File: config.mk
export PLATFORM = sky130hd
export DESIGN_NAME = mixer_regfile
export DESIGN_NICKNAME = d
export VERILOG_FILES = /design/src/rtl/mixer_pkg.sv /design/src/rtl/mixer_vol_reg.sv /design/src/rtl/mixer_att_decode.sv /design/src/rtl/mixer_rd_port.sv /design/src/rtl/mixer_regfile.sv
export SDC_FILE = /design/constraint.sdc
export NUM_CORES = 1
export LEC_CHECK = 0
export ABC_CLOCK_PERIOD_IN_PS = 1700
export BUFFER_PORTS_ARGS = -buffer_cell sky130_fd_sc_hd__buf_2
export CORE_MARGIN = 3
export CORE_UTILIZATION = 49
export CTS_CLUSTER_DIAMETER = 50
export DETAILED_ROUTE_END_ITERATION = 16
export HOLD_SLACK_MARGIN = 0.15
export PLACE_DENSITY = 0.81
export SYNTH_ARGS = -nofsm -noshare
export SYNTH_HDL_FRONTEND = slang
export SYNTH_SLANG_ARGS = --single-unit
File: constraint.sdc
create_clock -name clk -period 1.7 [get_ports clk]
set_input_delay 0.255 -clock clk [delete_from_list [all_inputs] [get_ports clk]]
set_output_delay 0.255 -clock clk [all_outputs]
set_load 0.05 [all_outputs]
File: src/rtl/mixer_pkg.sv
// Shared constants, register indices and the field saturation rule for the
// codec mixer register bank. Assumes a 16-bit register width and 5-bit codes.
package mixer_pkg;
    localparam int IDX_W   = 7;
    localparam int DATA_W  = 16;
    localparam int FIELD_W = 5;
    localparam int HDB_W   = 7;

    localparam logic [IDX_W-1:0] IDX_CAPS   = 7'h00;
    localparam logic [IDX_W-1:0] IDX_MASTER = 7'h02;
    localparam logic [IDX_W-1:0] IDX_LINE   = 7'h04;
    localparam logic [IDX_W-1:0] IDX_MONO   = 7'h06;

    localparam logic [DATA_W-1:0] CAPS_WORD   = 16'h5800;
    localparam int                MUTE_BIT    = 15;
    localparam int                LEFT_LSB    = 8;
    localparam int                RIGHT_LSB   = 0;

    // Map a 6-bit raw write slice onto a 5-bit code; the top bit saturates.
    function automatic logic [FIELD_W-1:0] sat_code(input logic [FIELD_W:0] raw);
        return raw[FIELD_W] ? {FIELD_W{1'b1}} : raw[FIELD_W-1:0];
    endfunction
endpackage

File: src/rtl/mixer_vol_reg.sv
// One volume register: mute flag plus one (mono) or two (stereo) saturating
// 5-bit attenuation codes. Assumes wr is already qualified by index decode and
// that clear (soft reset) has priority over a write in the same cycle.
module mixer_vol_reg
    import mixer_pkg::*;
#(
    parameter bit STEREO = 1'b1
) (
    input  logic                clk,
    input  logic                rst_n,
    input  logic                clear,
    input  logic                wr,
    input  logic [DATA_W-1:0]   wdata,
    output logic                mute,
    output logic [FIELD_W-1:0]  left,
    output logic [FIELD_W-1:0]  right,
    output logic [DATA_W-1:0]   view
);
    logic unused_wdata;
    assign unused_wdata = ^wdata;

    // Mute flag: default muted, loaded from bit 15 on a write.
    always_ff @(posedge clk) begin
        if (!rst_n || clear)
            mute <= 1'b1;
        else if (wr)
            mute <= wdata[MUTE_BIT];
    end

    // Right (or mono) code: saturates when the bit above the field is set.
    always_ff @(posedge clk) begin
        if (!rst_n || clear)
            right <= '0;
        else if (wr)
            right <= sat_code(wdata[RIGHT_LSB+FIELD_W:RIGHT_LSB]);
    end

    generate
        if (STEREO) begin : g_stereo
            // Left code: stored only in stereo registers.
            always_ff @(posedge clk) begin
                if (!rst_n || clear)
                    left <= '0;
                else if (wr)
                    left <= sat_code(wdata[LEFT_LSB+FIELD_W:LEFT_LSB]);
            end
            // Read view with reserved bits forced to zero.
            always_comb view = {mute, 2'b00, left, 3'b000, right};
        end else begin : g_mono
            assign left = '0;
            // Read view: only mute and the single code are visible.
            always_comb view = {mute, 10'b0, right};
        end
    endgenerate
endmodule

File: src/rtl/mixer_att_decode.sv
// Converts a 5-bit attenuation code (1.5 dB per step) into half-dB units.
// Purely combinational; assumes OUT_W can hold the largest code times three.
module mixer_att_decode
    import mixer_pkg::*;
#(
    parameter int OUT_W = HDB_W
) (
    input  logic [FIELD_W-1:0] code,
    output logic [OUT_W-1:0]   hdb
);
    localparam int PAD = OUT_W - FIELD_W;

    // code * 3 as a shift-and-add.
    always_comb hdb = {{(PAD-1){1'b0}}, code, 1'b0} + {{PAD{1'b0}}, code};
endmodule

File: src/rtl/mixer_rd_port.sv
// Registered read port: selects the addressed register on a read strobe and
// holds it until the next one. Odd and unimplemented indices select zero.
module mixer_rd_port
    import mixer_pkg::*;
(
    input  logic               clk,
    input  logic               rst_n,
    input  logic               rd_en,
    input  logic [IDX_W-1:0]   idx,
    input  logic [DATA_W-1:0]  master_view,
    input  logic [DATA_W-1:0]  line_view,
    input  logic [DATA_W-1:0]  mono_view,
    output logic [DATA_W-1:0]  rdata
);
    logic [DATA_W-1:0] sel;

    // Index decode for reads; any index not listed reads as zero.
    always_comb begin
        case (idx)
            IDX_CAPS:   sel = CAPS_WORD;
            IDX_MASTER: sel = master_view;
            IDX_LINE:   sel = line_view;
            IDX_MONO:   sel = mono_view;
            default:    sel = '0;
        endcase
    end

    // Capture the selection on a read strobe; hold otherwise.
    always_ff @(posedge clk) begin
        if (!rst_n)
            rdata <= '0;
        else if (rd_en)
            rdata <= sel;
    end
endmodule

File: src/rtl/mixer_regfile.sv
// Top of the codec mixer register bank. Decodes writes, drives the soft reset
// from index 0x00, instances the three volume registers and the read port, and
// exposes codes, mute flags and half-dB values. Assumes one access per cycle.
module mixer_regfile
    import mixer_pkg::*;
(
    input  logic                clk,
    input  logic                rst_n,
    input  logic [6:0]          idx,
    input  logic [15:0]         wdata,
    input  logic                wr_en,
    input  logic                rd_en,
    output logic [15:0]         rdata,
    output logic                master_mute,
    output logic [4:0]          master_left_att,
    output logic [4:0]          master_right_att,
    output logic                line_mute,
    output logic [4:0]          line_left_att,
    output logic [4:0]          line_right_att,
    output logic                mono_mute,
    output logic [4:0]          mono_att,
    output logic [6:0]          master_left_hdb,
    output logic [6:0]          master_right_hdb,
    output logic [6:0]          line_left_hdb,
    output logic [6:0]          line_right_hdb,
    output logic [6:0]          mono_hdb
);
    localparam int NVOL = 3;
    localparam logic [IDX_W-1:0] VOL_IDX [NVOL] = '{IDX_MASTER, IDX_LINE, IDX_MONO};

    logic                soft_clr;
    logic [NVOL-1:0]     vol_wr;
    logic [NVOL-1:0]     v_mute;
    logic [FIELD_W-1:0]  v_left  [NVOL];
    logic [FIELD_W-1:0]  v_right [NVOL];
    logic [DATA_W-1:0]   v_view  [NVOL];
    logic [FIELD_W-1:0]  codes   [5];
    logic [HDB_W-1:0]    hdbs    [5];

    // Soft reset: any write to the capability index.
    always_comb soft_clr = wr_en && (idx == IDX_CAPS);

    generate
        for (genvar i = 0; i < NVOL; i++) begin : g_vol
            // Per-register write decode.
            always_comb vol_wr[i] = wr_en && (idx == VOL_IDX[i]);

            mixer_vol_reg #(.STEREO(i != NVOL-1)) u_reg (
                .clk   (clk),
                .rst_n (rst_n),
                .clear (soft_clr),
                .wr    (vol_wr[i]),
                .wdata (wdata),
                .mute  (v_mute[i]),
                .left  (v_left[i]),
                .right (v_right[i]),
                .view  (v_view[i])
            );
        end
    endgenerate

    logic unused_mono_left;
    assign unused_mono_left = ^v_left[NVOL-1];

    // Route stored fields to the parallel outputs.
    always_comb begin
        master_mute      = v_mute[0];
        master_left_att  = v_left[0];
        master_right_att = v_right[0];
        line_mute        = v_mute[1];
        line_left_att    = v_left[1];
        line_right_att   = v_right[1];
        mono_mute        = v_mute[2];
        mono_att         = v_right[2];
        codes[0] = v_left[0];
        codes[1] = v_right[0];
        codes[2] = v_left[1];
        codes[3] = v_right[1];
        codes[4] = v_right[2];
    end

    generate
        for (genvar j = 0; j < 5; j++) begin : g_dec
            mixer_att_decode #(.OUT_W(HDB_W)) u_dec (
                .code (codes[j]),
                .hdb  (hdbs[j])
            );
        end
    endgenerate

    // Half-dB outputs.
    always_comb begin
        master_left_hdb  = hdbs[0];
        master_right_hdb = hdbs[1];
        line_left_hdb    = hdbs[2];
        line_right_hdb   = hdbs[3];
        mono_hdb         = hdbs[4];
    end

    mixer_rd_port u_rd (
        .clk         (clk),
        .rst_n       (rst_n),
        .rd_en       (rd_en),
        .idx         (idx),
        .master_view (v_view[0]),
        .line_view   (v_view[1]),
        .mono_view   (v_view[2]),
        .rdata       (rdata)
    );
endmodule

-- Word level (Yosys, flattened, before mapping)
Index checks and enable logic that the tools add are counted.
- latch bits: 0
- register bits after elaboration: 44
- bits in writable memories: 0
- word-level logic and storage cells: 27
- memories kept: 0
- bits in read-only memories: 0
- $mul: 0
- reductions and logical operators: 7
- add/sub/neg operators: 5
- bitwise operators: 0
- order comparisons: 0
- mux-type cells: 3
- equality and inequality tests: 3
- divide/modulo/power cells: 0
- shift-type cells: 0
- operator list (operator ; count):
    16-bit case mux with 4 select lines ; 1
    6-bit by 5-bit adder with 7-bit output ; 5
    7-bit by 3-bit == test with 1-bit output, second input constant ; 2
    5-bit two-way mux ; 2
    7-bit by 2-bit == test with 1-bit output, second input constant ; 1
    7-bit zero test ; 1
    1-bit logical AND ; 4
    1-bit zero test ; 1
    1-bit logical OR ; 1

-- Depth between registers and ports, before layout
Gate-level depths: netlist (run 1).
- depth after elaboration: 3
- gate-level depth with buffers: 7
- depth with buffers taken out: 7

-- Modules after synthesis
From an unflattened synthesis (run 1), not the netlist that was laid out.
- cell total of the unflattened synthesis: 369
- area, all modules: 3482.1 µm²
- modules (own cells, without submodules) (module ; area each (µm²) ; times used ; cells an instance):
    mixer_vol_reg (g_vol[0].u_reg ...) ; 600.6 ; 2 ; 64
    mixer_rd_port ; 938.4 ; 1 ; 97
    mixer_att_decode (g_dec[0].u_dec ...) ; 170.2 ; 4 ; 18
    mixer_vol_reg (g_vol[2].u_reg) ; 425.4 ; 1 ; 47
    mixer_att_decode (g_dec[3].u_dec) ; 173.9 ; 1 ; 18
    mixer_regfile ; 62.6 ; 1 ; 7

-- Least setup slack after synthesis (run 1)
OpenSTA, ideal clock, no wires.
- path kind: flip-flop to output port
- start point: register g_vol[1].u_reg.right[1]
- end point: output port line_right_hdb[5]
- arrival time: 2.389 ns
- setup slack: -0.944 ns
- stages on the path, launching flop included: 8
- path buffers: 0
- path through: dfxtp_1 ha_1 inv_1 fa_1 inv_1 a21oi_1 o21bai_1 xor2_1
- cells in the longest elaborated chain, start to end: 1
- RTL lines (element ; line ; source):
    from (decl) ; mixer_vol_reg.sv:16 ; output logic [FIELD_W-1:0] right,
    from (signal assigned) ; mixer_vol_reg.sv:35 ; right <= sat_code(wdata[RIGHT_LSB+FIELD_W:RIGHT_LSB]);
    6-bit by 5-bit adder with 7-bit output ; mixer_att_decode.sv:14 ; always_comb hdb = {{(PAD-1){1'b0}}, code, 1'b0} + {{PAD{1'b0}}, code};
    to (decl) ; mixer_regfile.sv:25 ; output logic [6:0] line_right_hdb,
No other way between the ends.

-- Final worst setup path (run 1)
- start point: register g_vol[2].u_reg.right[1]
- end point: output port mono_hdb[5]
- cells in the longest elaborated chain, start to end: 1
- RTL lines (element ; line ; source):
    from (decl) ; mixer_vol_reg.sv:16 ;
    from (signal assigned) ; mixer_vol_reg.sv:35 ;
    6-bit by 5-bit adder with 7-bit output ; mixer_att_decode.sv:14 ;
    to (decl) ; mixer_regfile.sv:26 ; output logic [6:0] mono_hdb
No other way between the ends.

==> impl_metrics.json, run 1 <==
{
  "netlist_instances": 291,
  "p_per_area_nw_per_um2": 395,
  "syn_avg_cell_area_sq_um": 8.93,
  "peakVddDrop_uv": 366,
  "cp_num_buf_inv": 1,
  "cts_root_buf": "clkbuf_8",
  "yosys.area_share.simple": 0.170,
  "drc": 0,
  "synth_compound_area_frac": 0.204,
  "ys_ff_latch": 40,
  "final_cells": 515,
  "antenna_found_initial": 0,
  "synth_cell_type_count": 37,
  "post-route-period-util": 1.29,
  "violations": "setup timing",
  "die_w_um": 78.8,
  "hold_viol": 0,
  "dpl_cell_area_sq_um": 3950,
  "nets": 509,
  "grt_use_total": 0.308,
  "clkSlewWorstSetupHoldPaths_ns": 0.08,
  "drt_iter0_markers": 309,
  "gp_congestion": 0.820,
  "rsz0062_at_grt": "yes",
  "syn_to_final_growth_pct": 72.2,
  "cts_sinks": 40,
  "clock_skew_ns": 0.00263,
  "hpwlAfterDp_mm": 6.32,
  "slowest_stage": "dfxtp_4",
  "fill_cells": 213,
  "dieArea_sq_um": 6210,
  "status": "complete, but fails checks",
  "port_buffers": 98,
  "vias_per_cell": 5.84,
  "async_flop_share": 0,
  "diodes": 0,
  "drtPass1Iterations": 5,
  "crit_arrival_ns": 1.94,
  "syn_area_sq_um": 2600,
  "gr-total-overflow": 0,
  "grt_pass1_wl_mm": 14.9,
  "clock_path_buffers": 2,
  "cts_buffers": 5,
  "fp.dieH_um": 78.8,
  "ys.flop_type": "dfxtp_1",
  "synth_top_family_by_area": "compound AO/OA/AOI/OAI gates",
  "io_pins": 106,
  "setup-violations-final": 25,
  "synth-warning-count": 0,
  "ant_nets": 0,
  "period_needed_ns": 2.20,
  "layout-drive-gt1-share": 0.580,
  "final_util": 0.911,
  "initial_core_util": 0.529,
  "cp-end-kind": "output pin",
  "clock_latency_ns": 0.30,
  "synthMuxAreaShare": 0.0130,
  "synth_fa_ha_area_frac": 0.183,
  "final_area_sq_um": 4470,
  "cellLeakagePower_nw": 2.13,
  "max_freq_mhz": 455,
  "path_class": "reg2out",
  "max_stage_delay_ns": 0.37,
  "crit_path_cell_trace": "ha_4 > fa_2 > a21oi_2 > nor2_1 > nor2_2 > xnor2_4 > buf_8",
  "wl_mm": 10.6,
  "h-tree-depth": 2,
  "num_vias": 3009,
  "maxSlewViolCount": 0,
  "synth_edf_count": 0,
  "cp.required_ns": 1.44,
  "final_common_cell": "buf_2",
  "min_path_type": "in2reg",
  "coreArea_sq_um": 4910,
  "path_max_fanout": 4,
  "cts_tree": "done",
  "whs_ns": 0.249,
  "synth_xor_xnor_area_share": 0.0506,
  "grt_max_degree": 23,
  "layout_common_cells": "buf_2, buf_4, buf_6, nand3_1, o31ai_1",
  "wl_per_cell_um": 20.5,
  "path_delay_family": "adder cells",
  "dp_cells": 493,
  "p_total_mw": 1.77,
  "ys_seq_area_frac": 0.308,
  "start_kind": "flip-flop",
  "maxCapViolations": 0,
  "layout_setup_ws_ns": -0.498,
  "grt_pass1_vias": 2864,
  "fp-row-count": 25
}
-- registers in the layout, indices dropped and copies added, names as in the netlist --
name               count
g_vol.u_reg.right     15
g_vol.u_reg.mute       3
u_rd.rdata            12
g_vol.u_reg.left      10
-- what timing repair did --
item	CTS	global route
pin swaps	37	21
hold endpoints to repair	0	0
hold buffers	0	0
resized for setup	77	12
endpoints found under the setup margin	25	25
setup buffers	11	5
-- synthesized netlist by cell type (all sizes together), types with 4 or more instances --
cell type  number  area share
o31ai          23       0.066
a22oi           9       0.026
o21ai          13       0.025
dfxtp          40        0.31
xor2            7       0.024
nand3b         11       0.032
ha             30        0.14
o32ai           5       0.017
fa              5       0.039
nand3          23       0.044
a21oi          10       0.019
nand2          12       0.017
buf            15       0.037
a21o           11       0.032
inv            14       0.020
nor2           20       0.030
xnor2           8       0.027
clkbuf          8       0.012
nand2b          4      0.0096
-- power by group --
group / switching, mW / total, mW / internal (mW) / leakage [nW]
clock: 0.359 / 0.647 / 0.289 / 0.0455
combinational: 0.145 / 0.208 / 0.0633 / 1.75
sequential: 0.00329 / 0.912 / 0.909 / 0.341
total: 0.507 / 1.77 / 1.26 / 2.13
-- metal layers --
| metal | up-vias | wire length, um | global-route usage |
|---|---|---|---|
| met3 | 42 | 822 | 0.0522 |
| met2 | 190 | 5370 | 0.551 |
| met5 | - | 0 | 0 |
| met1 | 1433 | 3880 | 0.367 |
| met4 | 0 | 496 | 0.115 |
| li1 | 1344 | - | - |
-- cell type report --
cell class,instances,area [sq um],share of cell area
clock inverters,2,11.3,0.00252
inverters,15,56.3,0.0126
multi-input cells,216,2110,0.472
well taps,67,83.8,0.0187
flip-flops and latches,40,880,0.197
repair buffers,169,1260,0.281
clock buffers,6,72.6,0.0162
-- final timing paths --
check | depth (start not counted) | end | slack [ns] | startpoint
setup / recovery | 7 | mono_hdb[5] | -0.50 | g_vol[2].u_reg.right[1]$_SDFFE_PP0P_
hold reg to reg | 2 | u_rd.rdata[14]$_SDFFE_PN0P_ | 0.48 | u_rd.rdata[14]$_SDFFE_PN0P_
hold / removal | 3 | g_vol[1].u_reg.mute$_SDFFE_PP1P_ | 0.25 | wdata[15]
setup reg to reg | 5 | u_rd.rdata[1]$_SDFFE_PN0P_ | 0.38 | g_vol[1].u_reg.right[1]$_SDFFE_PP0P_
-- tightest hold or removal path: stages --
cell	delay [ns]
buf_2	0.09
nor3b_1	0.04
o21ai_0	0.12
-- per-stage QoR --
stage / setup slack (ns) / setup TNS (ns)
2_1_floorplan: -0.255 / -1.22
3_3_place_gp: -0.273 / -1.73
3_5_place_dp: -0.342 / -2.11
4_1_cts: -0.478 / -6.68
5_1_grt: -0.558 / -8.54
6_report: -0.498 / -7.59
-- cell families (layout without fill, tap and decap cells) --
group,count (synthesis),after routing
mux,3,3
xor+xnor,15,15
compound gates,77,77
fa+ha+maj,35,35
flops,40,40
buf+inv,38,192
simple gates,82,82
other cells,1,4
(Power assumes the default switching activity.)
==> inputs of run 2 (changes only) <==
Settings changed: CTS_BUF_LIST from default to sky130_fd_sc_hd__clkbuf_16, MAX_ROUTING_LAYER from default to met4.
==> run 2 against run 1 <==
The flow finishes with violations (DRC, setup timing); utilization up 1.8 points; combinational power up 2%; maximum frequency up 2.7%; register-to-register slack better by 0.10 ns; power up 16%; worst hold slack better by 0.044 ns; count of clock-buffer cells in the layout down 1; die area unchanged; clock power up 43%; first-iteration DRC count down 17%; largest cell class unchanged.
==> impl_metrics.json, run 2 (synthesized netlist as in run 1, its figures left out) <==
{
  "grt_max_degree": 23,
  "min_path_cells": 3,
  "layout_setup_ws_ns": -0.440,
  "period_needed_ns": 2.14,
  "p_seq_frac": 0.445,
  "crit_path_cell_trace": "ha_4 > fa_2 > a21oi_2 > nor2_1 > nor2_2 > xnor2_4 > buf_6",
  "crit_arrival_ns": 1.88,
  "p_per_area_nw_per_um2": 450,
  "maxCapViolations": 0,
  "p_int_mw": 1.51,
  "wl_mm": 11.1,
  "max_stage_delay_ns": 0.38,
  "vias_per_cell": 5.99,
  "cts_sinks": 40,
  "final_util": 0.928,
  "port_buffers": 98,
  "min_path_type": "in2reg",
  "clkSlewWorstSetupHoldPaths_ns": 0.06,
  "whs_ns": 0.293,
  "die_w_um": 78.8,
  "path_max_fanout": 3,
  "clock_skew_ns": 0.00387,
  "grt_pass1_wl_mm": 15.2,
  "cts_buffers": 5,
  "hpwlAfterDp_mm": 6.32,
  "fill_cells": 173,
  "initial_core_util": 0.529,
  "post-route-period-util": 1.26,
  "clkPwrFrac": 0.451,
  "p_total_mw": 2.05,
  "status": "complete, but fails checks",
  "cp.required_ns": 1.44,
  "cp_num_buf_inv": 1,
  "combPwrFrac": 0.104,
  "finalSetupTns_ns": -6.74,
  "antenna_found_initial": 0,
  "peakVddDrop_uv": 389,
  "switching_share": 0.264,
  "grt_use_total": 0.325,
  "hold_viol": 0,
  "worst-path-stages": 7,
  "final_common_cell": "buf_2",
  "power.switching_mw": 0.541,
  "final_cells": 518,
  "gr-total-overflow": 0,
  "start_kind": "flip-flop",
  "crit_path_start": "g_vol[1].u_reg.left[1]$_SDFFE_PP0P_",
  "gp_congestion": 0.833,
  "nets": 512,
  "reg2reg_slack_ns": 0.48,
  "worstRegToRegCells": 5,
  "cts_root_buf": "clkbuf_16",
  "crit_end": "line_left_hdb[5]",
  "grt_pass1_vias": 2910,
  "num_vias": 3104,
  "cellLeakagePower_nw": 2.19,
  "path_class": "reg2out",
  "layout-drive-gt1-share": 0.585,
  "r2r_end": "u_rd.rdata[1]$_SDFFE_PN0P_",
  "slowest_stage": "fa_2",
  "drt_iter0_markers": 258,
  "clock_latency_ns": 0.28,
  "r2r-start": "g_vol[1].u_reg.right[1]$_SDFFE_PP0P_",
  "violations": "DRC, setup timing",
  "drtPass1Iterations": 14,
  "cts_tree": "done",
  "diodes": 0,
  "ant_nets": 0,
  "layout_common_cells": "buf_2, buf_4, buf_6, nand3_1, o31ai_1",
  "largest_reg_flops": 15,
  "maxSlewViolCount": 0,
  "coreArea_sq_um": 4910,
  "path_delay_family": "adder cells",
  "syn_to_final_growth_pct": 75.5,
  "fp-row-count": 25,
  "io_pins": 106,
  "fp.dieH_um": 78.8,
  "dieArea_sq_um": 6210,
  "dp_cells": 493,
  "largestRegisters": "g_vol.u_reg.right: 15 flops, u_rd.rdata: 12 flops, g_vol.u_reg.left: 10 flops",
  "h-tree-depth": 2,
  "wl_per_cell_um": 21.5,
  "cp-end-kind": "output pin",
  "drc": 1,
  "max_freq_mhz": 467,
  "setup-violations-final": 25,
  "rsz0062_at_grt": "yes",
  "top_register": "g_vol.u_reg.right",
  "clock_path_buffers": 2
}
run 2: how the worst min path moves through the flow:
stage	start	to
2_1_floorplan	wdata[15]	g_vol[0].u_reg.mute$_SDFFE_PP1P_
3_3_place_gp	u_rd.rdata[14]$_SDFFE_PN0P_	u_rd.rdata[14]$_SDFFE_PN0P_
3_5_place_dp	u_rd.rdata[9]$_SDFFE_PN0P_	u_rd.rdata[9]$_SDFFE_PN0P_
4_1_cts	wdata[15]	g_vol[1].u_reg.mute$_SDFFE_PP1P_
5_1_grt	wdata[15]	g_vol[0].u_reg.mute$_SDFFE_PP1P_
6_report	wdata[15]	g_vol[1].u_reg.mute$_SDFFE_PP1P_
run 2: power groups by stage:
stage / Sequential, mW / Combinational, mW / Clock [mW]
5_1_grt: 0.913 / 0.222 / 0.975
3_3_place_gp: 0.934 / 0.184 / 0
3_5_place_dp: 0.934 / 0.189 / 0
4_1_cts: 0.913 / 0.197 / 0.915
2_1_floorplan: 0.944 / 0.121 / 0
6_report: 0.914 / 0.212 / 0.925
run 2: area by class of cell:
cell class                 count  area, sq um  share of cell area
timing repair buffer         172         1280               0.281
inverter                      15         56.3              0.0123
clock inverter                 3         15.0             0.00329
multi-input combinational    216         2120               0.465
clock buffer                   5          125              0.0274
tap                           67         83.8              0.0184
sequential                    40          880               0.193
run 2: routing by layer:
| layer | global-route usage | vias to the layer above | wire (um) |
|---|---|---|---|
| met2 | 0.553 | 248 | 5650 |
| li1 | - | 1350 | - |
| met3 | 0.0533 | 60 | 975 |
| met1 | 0.398 | 1446 | 4020 |
| met4 | 0.0944 | 0 | 465 |
| met5 | - | - | 0 |
run 2: repair_timing:
action,4_1_cts,5_1_grt
hold buffers,0,0
pin swaps,37,29
endpoints found under the setup margin,25,25
resized for setup,77,18
setup buffers,11,11
run 2: worst reg2reg max path: stages (launching register included):
cell     delay, ns
dfxtp_4       0.39
inv_1         0.10
buf_4         0.15
o21ai_0       0.20
a22oi_1       0.13
o21ai_0       0.18
run 2: stage by stage:
stage	worst slack, ns	instance area (sq um)
6_report	-0.440	4560
5_1_grt	-0.508	4560
4_1_cts	-0.455	4460
3_5_place_dp	-0.342	3950
3_3_place_gp	-0.273	3950
2_1_floorplan	-0.255	3070
==> inputs of run 3 (changes only) <==
Settings changed: ABC_AREA from default to 1, PLACE_DENSITY 0.81 to 0.8.
==> run 3 against run 2 <==
The run ends with setup timing left; power up 0.22%; area after synthesis up 5.9%; final area up 7.4%; critical endpoint is now mono_hdb[5]; largest cell class unchanged; largest power group unchanged.
==> impl_metrics.json, run 3 <==
{
  "max_freq_mhz": 457,
  "setup-violations-final": 25,
  "async_flop_share": 0,
  "nets": 580,
  "grt_use_total": 0.346,
  "yosysTopAreaCell": "dfxtp_1",
  "violations": "setup timing",
  "cts_sinks": 40,
  "antenna_found_initial": 0,
  "synth-warning-count": 0,
  "cp.required_ns": 1.44,
  "die_w_um": 80.9,
  "syn_to_final_growth_pct": 78.1,
  "rsz0062_at_grt": "yes",
  "num_vias": 3453,
  "gp_congestion": 0.856,
  "wl_mm": 12.2,
  "post-route-period-util": 1.29,
  "min_path_type": "in2reg",
  "layout_common_cells": "nand2_1, buf_2, buf_4, nand3_1, buf_6",
  "clock_latency_ns": 0.29,
  "cts_hold_buf": 0,
  "syn_avg_cell_area_sq_um": 7.73,
  "path_class": "reg2out",
  "synth_area_leaders": "dfxtp_1, ha_1, nand2_1",
  "port_buffers": 98,
  "layout_setup_ws_ns": -0.487,
  "yosysTopAreaCellShare": 0.291,
  "ys_ff_latch": 40,
  "yosys.cell_count.top_type": "nand2_1",
  "cts_buffers": 5,
  "crit_arrival_ns": 1.93,
  "fp.dieH_um": 80.9,
  "hpwlAfterDp_mm": 6.38,
  "hold_viol": 0,
  "final_common_cell": "nand2_1",
  "synth_edf_count": 0,
  "grt_max_degree": 27,
  "start_kind": "flip-flop",
  "io_pins": 106,
  "p_seq_frac": 0.445,
  "fp-row-count": 26,
  "combPwrFrac": 0.109,
  "coreArea_sq_um": 5270,
  "wl_per_cell_um": 20.7,
  "diodes": 0,
  "largestRegisters": "g_vol.u_reg.right: 15 flops, u_rd.rdata: 12 flops, g_vol.u_reg.left: 10 flops",
  "ys_seq_area_frac": 0.291,
  "path_max_fanout": 3,
  "maxSlewViolCount": 0,
  "dpl_worst_slack_ns": -0.298,
  "ant_nets": 0,
  "fill_cells": 193,
  "grt_pass1_wl_mm": 16.9,
  "switching_share": 0.264,
  "drt_iter0_markers": 341,
  "ys.flop_type": "dfxtp_1",
  "cp-end-kind": "output pin",
  "peakVddDrop_uv": 396,
  "cellLeakagePower_nw": 2.30,
  "maxCapViolations": 0,
  "cts_root_buf": "clkbuf_16",
  "initial_core_util": 0.522,
  "cts_tree": "done",
  "largest_reg_flops": 15,
  "dieArea_sq_um": 6550,
  "power.switching_mw": 0.542,
  "status": "complete, but fails checks",
  "layout-drive-gt1-share": 0.582,
  "clkPwrFrac": 0.446,
  "yosys-top-cells-count": "nand2_1, a21oi_1, dfxtp_1",
  "vias_per_cell": 5.86,
  "final_area_sq_um": 4900,
  "top_register": "g_vol.u_reg.right",
  "clock_path_buffers": 2,
  "synth_cell_type_count": 30,
  "clkSlewWorstSetupHoldPaths_ns": 0.06,
  "p_int_mw": 1.51,
  "drc": 0,
  "clock_skew_ns": 0.00583,
  "h-tree-depth": 2,
  "period_needed_ns": 2.19,
  "drtPass1Iterations": 6,
  "syn_area_sq_um": 2750,
  "grt_pass1_vias": 3350,
  "dpl_cell_area_sq_um": 4180,
  "netlist_instances": 356,
  "p_per_area_nw_per_um2": 420,
  "gr-total-overflow": 0
}
run 3: power groups by stage:
stage | combinational, mW | clock (mW) | sequential [mW]
6_report | 0.223 | 0.918 | 0.915
5_1_grt | 0.235 | 0.942 | 0.915
4_1_cts | 0.207 | 0.904 | 0.915
3_5_place_dp | 0.199 | 0 | 0.935
3_3_place_gp | 0.194 | 0 | 0.935
2_1_floorplan | 0.131 | 0 | 0.949
run 3: logic make-up after synthesis:
logic type | count (synthesis) | share of synthesized area
and+or+nand+nor | 156 | 0.265
adders and majority gates | 35 | 0.173
other | 1 | 0.00136
AOI/OAI and AO/OA | 58 | 0.124
xor gates and xnor gates | 15 | 0.0478
DFF | 40 | 0.291
buffers and inverters | 51 | 0.0974
run 3: path summary, 6_finish.rpt:
kind | from | endpoint | slack, ns | cells after the start
min | wdata[15] | g_vol[1].u_reg.mute$_SDFFE_PP1P_ | 0.25 | 3
min reg2reg | u_rd.rdata[0]$_SDFFE_PN0P_ | u_rd.rdata[0]$_SDFFE_PN0P_ | 0.48 | 2
max | g_vol[2].u_reg.right[1]$_SDFFE_PP0P_ | mono_hdb[5] | -0.49 | 7
max reg2reg | g_vol[2].u_reg.right[1]$_SDFFE_PP0P_ | u_rd.rdata[1]$_SDFFE_PN0P_ | 0.45 | 7
run 3: what timing repair did:
item / in CTS / in global routing
pin swaps: 27 / 25
buffers inserted: 12 / 9
setup endpoints to repair: 25 / 25
resized for setup: 85 / 18
run 3: metal layers:
| metal | vias to the layer above | track usage | share of wire | wire length (um) |
|---|---|---|---|---|
| met3 | 99 | 0.0610 | 0.082 | 1000 |
| met4 | 0 | 0.159 | 0.072 | 881 |
| met2 | 268 | 0.624 | 0.52 | 6280 |
| met1 | 1615 | 0.367 | 0.33 | 4010 |
| li1 | 1471 | - | - | - |
| met5 | - | - | 0 | 0 |
run 3: layout make-up:
type | instances | area [sq um] | share of cell area
clock inverter | 3 | 13.8 | 0.00281
timing repair buffer | 175 | 1370 | 0.279
multi-input combinational | 268 | 2320 | 0.473
sequential | 40 | 882 | 0.180
tap | 70 | 87.6 | 0.0179
clock buffer | 5 | 125 | 0.0255
inverter | 28 | 105 | 0.0215
run 3: critical path: stages, from the launching register on:
cell and delay [ns]:
dfxtp_4 0.36, ha_4 0.18, fa_2 0.40, a21oi_2 0.16, nor2_2 0.06, nor2_4 0.16
xnor2_4 0.13, buf_6 0.18
run 3: per-stage QoR:
step	power [mW]	hold WS, ns	utilization	cells	setup TNS (ns)
after floorplan	1.08	0.381	-	359	-1.33
after global placement	1.13	0.453	0.792	563	-1.49
after detailed placement	1.13	0.460	0.792	563	-1.84
after CTS	2.02	0.228	0.909	583	-6.36
after global routing	2.09	0.270	0.929	589	-7.70
final	2.06	0.247	0.929	589	-6.85
